<file path="config.mk">
export PLATFORM = sky130hd
export DESIGN_NAME = dma_seq_top
export DESIGN_NICKNAME = d
export VERILOG_FILES = /design/src/rtl/dma_seq_pkg.sv /design/src/rtl/dma_size_dec.sv /design/src/rtl/dma_cfg_regs.sv /design/src/rtl/dma_xfer_fsm.sv /design/src/rtl/dma_seq_top.sv
export SDC_FILE = /design/constraint.sdc
export NUM_CORES = 1
export LEC_CHECK = 0
export ABC_AREA = 1
export BUFFER_PORTS_ARGS = -buffer_cell sky130_fd_sc_hd__buf_2
export CORE_ASPECT_RATIO = 0.7
export CORE_UTILIZATION = 64
export CTS_BUF_LIST = sky130_fd_sc_hd__clkbuf_4
export DETAILED_ROUTE_END_ITERATION = 8
export PLACE_DENSITY_LB_ADDON = 0.25
export SLEW_MARGIN = 40
export SYNTH_ARGS = -nofsm -noshare
export SYNTH_HDL_FRONTEND = slang
export SYNTH_SLANG_ARGS = --single-unit
export TNS_END_PERCENT = 1
</file>
<file path="constraint.sdc">
create_clock -name clk_i -period 3.5 [get_ports clk_i]
set_input_delay 0.35 -clock clk_i [delete_from_list [all_inputs] [get_ports clk_i]]
set_output_delay 0.35 -clock clk_i [all_outputs]
set_load 0.05 [all_outputs]
</file>
<file path="src/rtl/dma_seq_pkg.sv">
package dma_seq_pkg;
  typedef enum logic [1:0] {
    MODE_SINGLE = 2'b00,
    MODE_SUCC   = 2'b01,
    MODE_BLOCK  = 2'b10,
    MODE_RSVD   = 2'b11
  } mode_e;

  typedef enum logic [1:0] {
    SZ_BYTE = 2'd0,
    SZ_HALF = 2'd1,
    SZ_WORD = 2'd2
  } size_e;

  typedef struct packed {
    logic  adv;
    logic  word;
    logic  half;
    mode_e mode;
    logic  dual;
    logic  en;
  } ctrl_t;

  localparam logic [2:0] IDX_CTRL = 3'd0;
  localparam logic [2:0] IDX_BLK  = 3'd1;
  localparam logic [2:0] IDX_CNT  = 3'd2;
  localparam logic [2:0] IDX_SRC  = 3'd3;
  localparam logic [2:0] IDX_DST  = 3'd4;
endpackage

</file>
<file path="src/rtl/dma_size_dec.sv">
module dma_size_dec
  import dma_seq_pkg::*;
(
  input  logic       adv_i,
  input  logic       word_i,
  input  logic       half_i,
  output size_e      size_o,
  output logic [2:0] step_o
);
  always_comb begin
    if (adv_i && word_i) size_o = SZ_WORD;
    else if (half_i)     size_o = SZ_HALF;
    else                 size_o = SZ_BYTE;
    step_o = 3'd1 << size_o;
  end
endmodule

</file>
<file path="src/rtl/dma_cfg_regs.sv">
module dma_cfg_regs
  import dma_seq_pkg::*;
#(
  parameter int AW = 32,
  parameter int CW = 16,
  parameter int BW = 8
) (
  input  logic          clk_i,
  input  logic          rst_ni,
  input  logic          we_i,
  input  logic [2:0]    idx_i,
  input  logic [AW-1:0] wdata_i,
  input  logic          unit_done_i,
  input  logic [2:0]    step_i,
  input  logic          cnt_dec_i,
  input  logic          stop_i,
  output ctrl_t         ctrl_o,
  output logic [BW-1:0] blk_o,
  output logic [CW-1:0] cnt_o,
  output logic [AW-1:0] src_o,
  output logic [AW-1:0] dst_o
);
  localparam int CTRL_W = $bits(ctrl_t);
  logic [AW-1:0] step_ext;
  assign step_ext = {{(AW-3){1'b0}}, step_i};

  always_ff @(posedge clk_i or negedge rst_ni) begin
    if (!rst_ni) begin
      ctrl_o <= '0;
      blk_o  <= '0;
      cnt_o  <= '0;
      src_o  <= '0;
      dst_o  <= '0;
    end else if (we_i && !ctrl_o.en) begin
      case (idx_i)
        IDX_CTRL: ctrl_o <= ctrl_t'(wdata_i[CTRL_W-1:0]);
        IDX_BLK:  blk_o  <= wdata_i[BW-1:0];
        IDX_CNT:  cnt_o  <= wdata_i[CW-1:0];
        IDX_SRC:  src_o  <= wdata_i;
        IDX_DST:  dst_o  <= wdata_i;
        default: ;
      endcase
    end else begin
      if (unit_done_i) begin
        src_o <= src_o + step_ext;
        dst_o <= dst_o + step_ext;
      end
      if (cnt_dec_i) cnt_o <= cnt_o - 1'b1;
      if (stop_i)    ctrl_o.en <= 1'b0;
    end
  end
endmodule

</file>
<file path="src/rtl/dma_xfer_fsm.sv">
module dma_xfer_fsm
  import dma_seq_pkg::*;
#(
  parameter int DW = 32,
  parameter int CW = 16,
  parameter int BW = 8
) (
  input  logic          clk_i,
  input  logic          rst_ni,
  input  logic          en_i,
  input  logic          dual_i,
  input  mode_e         mode_i,
  input  logic [BW-1:0] blk_i,
  input  logic [CW-1:0] cnt_i,
  input  logic          trig_i,
  input  logic          ack_i,
  input  logic [DW-1:0] rdata_i,
  output logic          req_o,
  output logic          we_o,
  output logic [DW-1:0] data_o,
  output logic          unit_done_o,
  output logic          cnt_dec_o,
  output logic          stop_o,
  output logic          done_o
);
  localparam int LW = BW + 1;
  typedef enum logic [1:0] {ST_IDLE, ST_RD, ST_WR} st_e;

  st_e           st_q;
  logic          pend_q;
  logic [LW-1:0] left_q;
  logic [LW-1:0] blk_init;
  mode_e         mode_eff;
  logic          go_ok, wr_fin, last_unit, job_end, cnt_one;

  assign mode_eff = (mode_i == MODE_RSVD) ? MODE_SINGLE : mode_i;
  assign blk_init = (blk_i == '0) ? LW'(1 << BW) : {1'b0, blk_i};
  assign go_ok    = en_i && dual_i && (cnt_i != '0);
  assign cnt_one  = (cnt_i == CW'(1));
  assign wr_fin   = (st_q == ST_WR) && ack_i;

  always_comb begin
    case (mode_eff)
      MODE_SUCC:  last_unit = cnt_one;
      MODE_BLOCK: last_unit = (left_q == LW'(1));
      default:    last_unit = 1'b1;
    endcase
  end

  assign job_end     = wr_fin && last_unit;
  assign unit_done_o = wr_fin;
  assign cnt_dec_o   = wr_fin && ((mode_eff != MODE_BLOCK) || (left_q == LW'(1)));
  assign stop_o      = cnt_dec_o && cnt_one;
  assign req_o       = (st_q != ST_IDLE);
  assign we_o        = (st_q == ST_WR);

  always_ff @(posedge clk_i or negedge rst_ni) begin
    if (!rst_ni) begin
      st_q   <= ST_IDLE;
      pend_q <= 1'b0;
      left_q <= '0;
      data_o <= '0;
      done_o <= 1'b0;
    end else begin
      done_o <= stop_o;
      if (job_end)                         pend_q <= 1'b0;
      else if (trig_i && st_q != ST_IDLE)  pend_q <= 1'b1;
      case (st_q)
        ST_IDLE: if (trig_i && go_ok) begin
          st_q   <= ST_RD;
          left_q <= blk_init;
        end
        ST_RD: if (ack_i) begin
          data_o <= rdata_i;
          st_q   <= ST_WR;
        end
        ST_WR: if (ack_i) begin
          if (!last_unit) begin
            st_q   <= ST_RD;
            left_q <= left_q - 1'b1;
          end else if (stop_o) begin
            st_q <= ST_IDLE;
          end else if (pend_q || trig_i) begin
            st_q   <= ST_RD;
            left_q <= blk_init;
          end else begin
            st_q <= ST_IDLE;
          end
        end
        default: st_q <= ST_IDLE;
      endcase
    end
  end
endmodule

</file>
<file path="src/rtl/dma_seq_top.sv">
module dma_seq_top
  import dma_seq_pkg::*;
#(
  parameter int AW = 32,
  parameter int CW = 16,
  parameter int BW = 8
) (
  input  logic          clk_i,
  input  logic          rst_ni,
  input  logic          cfg_we_i,
  input  logic [2:0]    cfg_idx_i,
  input  logic [AW-1:0] cfg_wdata_i,
  input  logic          trig_i,
  output logic          bus_req_o,
  output logic          bus_we_o,
  output logic [AW-1:0] bus_addr_o,
  output logic [1:0]    bus_size_o,
  output logic [AW-1:0] bus_wdata_o,
  input  logic [AW-1:0] bus_rdata_i,
  input  logic          bus_ack_i,
  output logic          en_o,
  output logic          done_o
);
  ctrl_t         ctrl_q;
  logic [BW-1:0] blk_q;
  logic [CW-1:0] cnt_q;
  logic [AW-1:0] src_q, dst_q;
  logic [2:0]    step;
  size_e         size;
  logic          unit_done, cnt_dec, stop;
  logic          cfg_adv;

  assign cfg_adv = ctrl_q.adv;

  dma_cfg_regs #(.AW(AW), .CW(CW), .BW(BW)) u_regs (
    .clk_i, .rst_ni,
    .we_i(cfg_we_i), .idx_i(cfg_idx_i), .wdata_i(cfg_wdata_i),
    .unit_done_i(unit_done), .step_i(step), .cnt_dec_i(cnt_dec), .stop_i(stop),
    .ctrl_o(ctrl_q), .blk_o(blk_q), .cnt_o(cnt_q), .src_o(src_q), .dst_o(dst_q)
  );

  dma_size_dec u_size (
    .adv_i(ctrl_q.adv), .word_i(ctrl_q.word), .half_i(ctrl_q.half),
    .size_o(size), .step_o(step)
  );

  dma_xfer_fsm #(.DW(AW), .CW(CW), .BW(BW)) u_fsm (
    .clk_i, .rst_ni,
    .en_i(ctrl_q.en), .dual_i(ctrl_q.dual), .mode_i(ctrl_q.mode),
    .blk_i(blk_q), .cnt_i(cnt_q), .trig_i(trig_i),
    .ack_i(bus_ack_i), .rdata_i(bus_rdata_i),
    .req_o(bus_req_o), .we_o(bus_we_o), .data_o(bus_wdata_o),
    .unit_done_o(unit_done), .cnt_dec_o(cnt_dec), .stop_o(stop), .done_o(done_o)
  );

  assign bus_addr_o = bus_we_o ? dst_q : src_q;
  assign bus_size_o = size;
  assign en_o       = ctrl_q.en;
endmodule

</file>
## Word level (Yosys, flattened, before mapping)

Index checks and enable logic that the tools add are counted.

- Bits in registers: 140
- Input bits: 72
- Output and inout bits: 70
- Logic and storage cells: 106

- Add/sub/neg operators: 4
- Equal/unequal tests: 21
- Shift-type cells: 1
- Multiplexer cells: 33
- Reductions and logical operators: 32

Operators by type and width:

| cell | count |
|---|---|
| $mux 32 | 7 |
| $add 32x3->32 | 2 |
| $mux 9 | 6 |
| $mux 16 | 3 |
| $pmux 9 s2 | 1 |
| $eq 16x1->1 const B | 1 |
| $reduce_bool 16->1 | 1 |
| $sub 16x1->16 const B | 1 |
| $mux 2 | 7 |
| $reduce_and 2->1 | 7 |
| $ne 2x2->1 const B | 6 |
| $reduce_bool 2->1 | 6 |
| $logic_and 1x1->1 | 10 |
| $eq 9x1->1 const B | 1 |
| $sub 9x1->9 const B | 1 |
| $logic_not 8->1 | 1 |
| $mux 1 | 7 |
| $eq 2x2->1 const B | 3 |
| $eq 3x2->1 const B | 2 |
| $ne 3x3->1 const B | 2 |
| $pmux 2 s3 | 1 |
| $reduce_and 5->1 | 1 |
| $eq 2x1->1 const B | 2 |
| $ne 2x1->1 const B | 2 |
| 9 further kinds | 10 |

## Longest topological paths before layout

- Depth after elaboration: 10
- Mapped depth: 17
- Depth with buffers taken out: 17

## Cells and area by module

From an unflattened synthesis, not the netlist that was laid out.

- Cells, all modules: 1,375
- Area, all modules: 9,414.0 sq um

By module, submodules not included:

| module | times used | cells an instance | area each (sq um) | seq. area each (sq um) |
|---|---|---|---|---|
| dma_cfg_regs | 1 | 1,014 | 6,527.5 | 2,377.3 |
| dma_xfer_fsm | 1 | 250 | 2,358.5 | 1,126.1 |
| dma_seq_top | 1 | 104 | 491.7 | 0.0 |
| dma_size_dec | 1 | 7 | 36.3 | 0.0 |

## Worst setup path before layout

No wires, ideal clock.

- Path type: register -> output
- From: register u_fsm.st_q[1]
- To: output bus_addr_o[24]
- Arrival time: 2.306 ns
- Required time: 3.150 ns
- Slack: 0.844 ns
- Stages on the path, launching flop included: 6
- Path buffers: 2
- Cell sequence: dfrtp_1 -> inv_2 -> nor2_4 -> clkbuf_1 -> clkbuf_1 -> o21ai_0

- Word-level cells in the longest chain between the ends: 2

RTL lines:

| element | RTL line | source |
|---|---|---|
| from (decl) | dma_xfer_fsm.sv:29 | `st_e st_q;` |
| from (signal assigned) | dma_xfer_fsm.sv:59 | `st_q <= ST_IDLE;` |
| from (signal assigned) | dma_xfer_fsm.sv:70 | `st_q <= ST_RD;` |
| from (signal assigned) | dma_xfer_fsm.sv:75 | `st_q <= ST_WR;` |
| $eq 2x2->1 | dma_xfer_fsm.sv:55 | `assign we_o = (st_q == ST_WR);` |
| via bus_we_o | dma_seq_top.sv:15 | `output logic bus_we_o,` |
| $mux 32 | dma_seq_top.sv:56 | `assign bus_addr_o = bus_we_o ? dst_q : src_q;` |
| to (decl) | dma_seq_top.sv:16 | `output logic [AW-1:0] bus_addr_o,` |

The timed path passes the listed nets, and every way through them passes these cells.

## Worst setup path after layout

- From: register u_fsm.st_q[0]
- To: output bus_addr_o[14]

- Word-level cells in the longest chain between the ends: 2

RTL lines:

| element | RTL line |
|---|---|
| $eq 2x2->1 | dma_xfer_fsm.sv:55 |
| $mux 32 | dma_seq_top.sv:56 |

Every way passes these cells.

==> flow_summary.json <==
{
  "status": "finished, final reports clean",
  "nFillCells": 1063,
  "drive_above_1_share_pct": 18.4,
  "crit_buf_inv": 2,
  "die_width_microns": 145,
  "p_switching_w": 0.00589,
  "wl_per_cell_microns": 17.6,
  "place.gp.congestion": 0.981,
  "crit_path_end_kind": "output port",
  "first_pass_iters": 7,
  "timing.fmax_mhz": 358,
  "die_area_sq_um": 14800,
  "via_per_inst": 5.86,
  "post_cts_resized": 0,
  "start_util_pct": 65.7,
  "skew_ps": 19.3,
  "setup_viol": 0,
  "grt_pass1_wl_mm": 46.0,
  "crit_slowest_cell": "buf_4",
  "grt_pass1_vias": 8739,
  "maxCapViolations": 0,
  "clkLatencyLatePin_ps": 610,
  "final_cell_mix": "nand2_1 (319), nor2_1 (188), inv_1 (162)",
  "ant_nets": 0,
  "layout_commonest_cell": "nand2_1",
  "relSlewSlack_pct": 50.8,
  "hold_path_class": "in2reg",
  "ys_ff_latch": 140,
  "synth_seq_area_share_pct": 38.3,
  "syn_to_final_growth_pct": 16.7,
  "rows": 36,
  "postCtsSetupRepairBufs": 0,
  "netlist_instances": 1312,
  "fp.coreArea_sq_um": 13900,
  "netlist_area_sq_um": 9150,
  "critPathTopFamily": "buffers and inverters",
  "worst_pin_slew_ps": 738,
  "hold-path-endpoint": "u_regs.blk_o[1]$_DFFE_PN0P_",
  "r2r_start": "u_regs.ctrl_o[6]$_DFFE_PN0P_",
  "worst_path_largest_cell_delay_ps": 500,
  "critPathArrivalTime_ps": 2440,
  "reg2reg_depth": 14,
  "syn-num-nets": 1395,
  "hold_start": "cfg_wdata_i[1]",
  "grt.total_usage_pct": 40.6,
  "path_class": "reg2out",
  "finalMaxSlewViolations": 0,
  "vias": 9818,
  "yosysUniqueCellTypes": 38,
  "worst_slack_ps": 710,
  "r2r_slack_ps": 1060,
  "dp_slack_ps": 1130,
  "grt_setup_unrepaired": "false",
  "dp_hpwl_mm": 20.7,
  "combPwrFrac_pct": 56.9,
  "antenna_found_initial": 0,
  "min_path_cells": 3,
  "period_minus_slack_ps": 2790,
  "r2r_end": "u_regs.dst_o[12]$_DFFE_PN0P_",
  "pwr-share-clk_pct": 12.5,
  "clk_pin_slew_ps": 160,
  "p_leak_nw": 5.50,
  "vdd_ir_drop_max_mv": 0.797,
  "required_ps": 3150,
  "min_period_over_period_pct": 79.7,
  "root_buffer": "clkbuf_4",
  "grt_remaining_overflow": 0,
  "drt-total-wl_mm": 29.5,
  "dieHeight_microns": 102,
  "numClockSinks": 140,
  "cts_htree_levels": 4,
  "hold_viol": 0,
  "grt_max_degree": 90,
  "antennaDiodeCount": 0,
  "cts_inserted_buffers": 17,
  "nets": 1556,
  "fin_setup_tns_ps": 0,
  "postSynthAreaPerCell_sq_um": 6.97,
  "power_frac_seq_pct": 30.6,
  "first_iter_violations": 1102,
  "powerDensity_nw_per_um2": 969,
  "io_pins": 142,
  "port_buffers": 141,
  "cts.path.max_buffers": 2,
  "cp_max_fo": 59,
  "netSwitchingFraction_pct": 56.9,
  "internal_power_w": 0.00446,
  "yosysWarnings": 0,
  "worstPathCellList": "nor2_4, buf_4, nand2_1, o21ai_0, buf_2",
  "cp-start-kind": "flip-flop",
  "cts_tree": "built",
  "drcViolationCount": 0
}
-- worst min-delay path, cell delays in order --
cell and delay (ps):
buf_2 110, inv_1 70, o21ai_0 80
-- stage by stage --
stage                     utilization, %  hold WS, ps  total power, W  area, sq um  cells
after floorplan                        -         54.4         0.00734         9150   1312
after global placement              71.7          370         0.00870         9970   1609
after detailed placement            71.7          369         0.00883         9980   1609
after CTS                           76.7         1.56          0.0102        10700   1676
after global routing                76.7         32.3          0.0109        10700   1676
final                               76.7         14.9          0.0103        10700   1676
-- per-layer routing --
metal | track usage (%) | share of wire (%) | vias up
li1 | - | - | 4555
met1 | 58.9 | 42 | 4561
met2 | 59.9 | 42 | 624
met3 | 9.73 | 13 | 78
met4 | 13.4 | 2.5 | 0
met5 | 0 | 0 | -
-- area by class of cell --
class | count | area (sq um) | share of cell area, %
multi-input combinational | 959 | 4800 | 45.0
sequential | 140 | 3500 | 32.8
timing repair buffer | 184 | 1140 | 10.7
inverter | 171 | 644 | 6.04
tap | 190 | 238 | 2.23
clock inverter | 15 | 218 | 2.04
clock buffer | 17 | 128 | 1.20
-- sequential cells by signal, summed over array words and instances (netlist names), 2 cells and up --
name	count
u_fsm.data_o	32
u_fsm.left_q	9
u_fsm.st_q	2
u_regs.blk_o	8
u_regs.cnt_o	16
u_regs.ctrl_o	7
u_regs.dst_o	32
u_regs.src_o	32
-- cell usage after synthesis --
master,instances,area (sq um)
nand3_2,3,30.0
nand4_1,26,163
nor2_4,7,78.8
buf_2,10,50.1
inv_4,1,6.26
o31ai_1,3,22.5
nor2_2,12,75.1
nand2_2,21,131
o21ai_2,5,43.8
nor2_1,188,706
nand3_1,84,420
buf_4,3,22.5
dfrtp_1,140,3500
and2_0,1,6.26
or2_2,1,6.26
a21boi_0,2,15.0
nor3_2,1,10.0
ha_1,11,138
a31oi_1,18,113
a21oi_2,1,8.76
o22ai_1,5,31.3
xnor2_1,3,26.3
mux2_2,32,360
nand2_1,319,1200
nor3_1,24,120
o21ai_0,89,445
buf_1,4,15.0
a21oi_1,46,230
xor2_1,21,184
o21ai_1,9,45.0
clkbuf_1,24,90.1
a22oi_1,16,120
nand3b_1,5,37.5
a22o_1,1,8.76
inv_1,162,608
nor4_1,5,31.3
buf_12,1,20.0
inv_2,8,30.0
-- worst max-delay path by stage --
stage | end | start | cells after the start
global route | bus_addr_o[14] | u_fsm.st_q[0]$_DFFE_PN0P_ | 5
floorplan | bus_addr_o[24] | u_fsm.st_q[1]$_DFFE_PN0P_ | 5
global placement | u_regs.src_o[10]$_DFFE_PN0P_ | u_regs.ctrl_o[6]$_DFFE_PN0P_ | 14
detailed placement | u_regs.src_o[10]$_DFFE_PN0P_ | u_regs.ctrl_o[6]$_DFFE_PN0P_ | 14
CTS | bus_addr_o[5] | u_fsm.st_q[0]$_DFFE_PN0P_ | 5
finish | bus_addr_o[14] | u_fsm.st_q[0]$_DFFE_PN0P_ | 5
-- power by group through the flow --
stage               combinational (W)  clock, W  sequential (W)
finish                        0.00589   0.00129         0.00316
global route                  0.00635   0.00136         0.00324
CTS                           0.00576   0.00130         0.00310
detailed placement            0.00572         0         0.00312
global placement              0.00560         0         0.00310
floorplan                     0.00377         0         0.00357
-- repair_timing --
item,4_1_cts,5_1_grt
hold endpoints to repair,97,0
setup endpoints to repair,0,0
hold buffers,35,0
-- cells by family (layout without fill, tap and decap cells) --
family / count (synthesis) / in the layout / share of synthesized area [%]
buffers and inverters: 213 / 387 / 9.20
muxes: 32 / 32 / 3.94
DFF: 140 / 140 / 38.3
adders and majority gates: 11 / 11 / 1.50
AOI/OAI and AO/OA: 195 / 195 / 11.8
xor gates and xnor gates: 24 / 24 / 2.30
and+or+nand+nor: 697 / 697 / 32.9
Power figures use the tool's default switching activity.
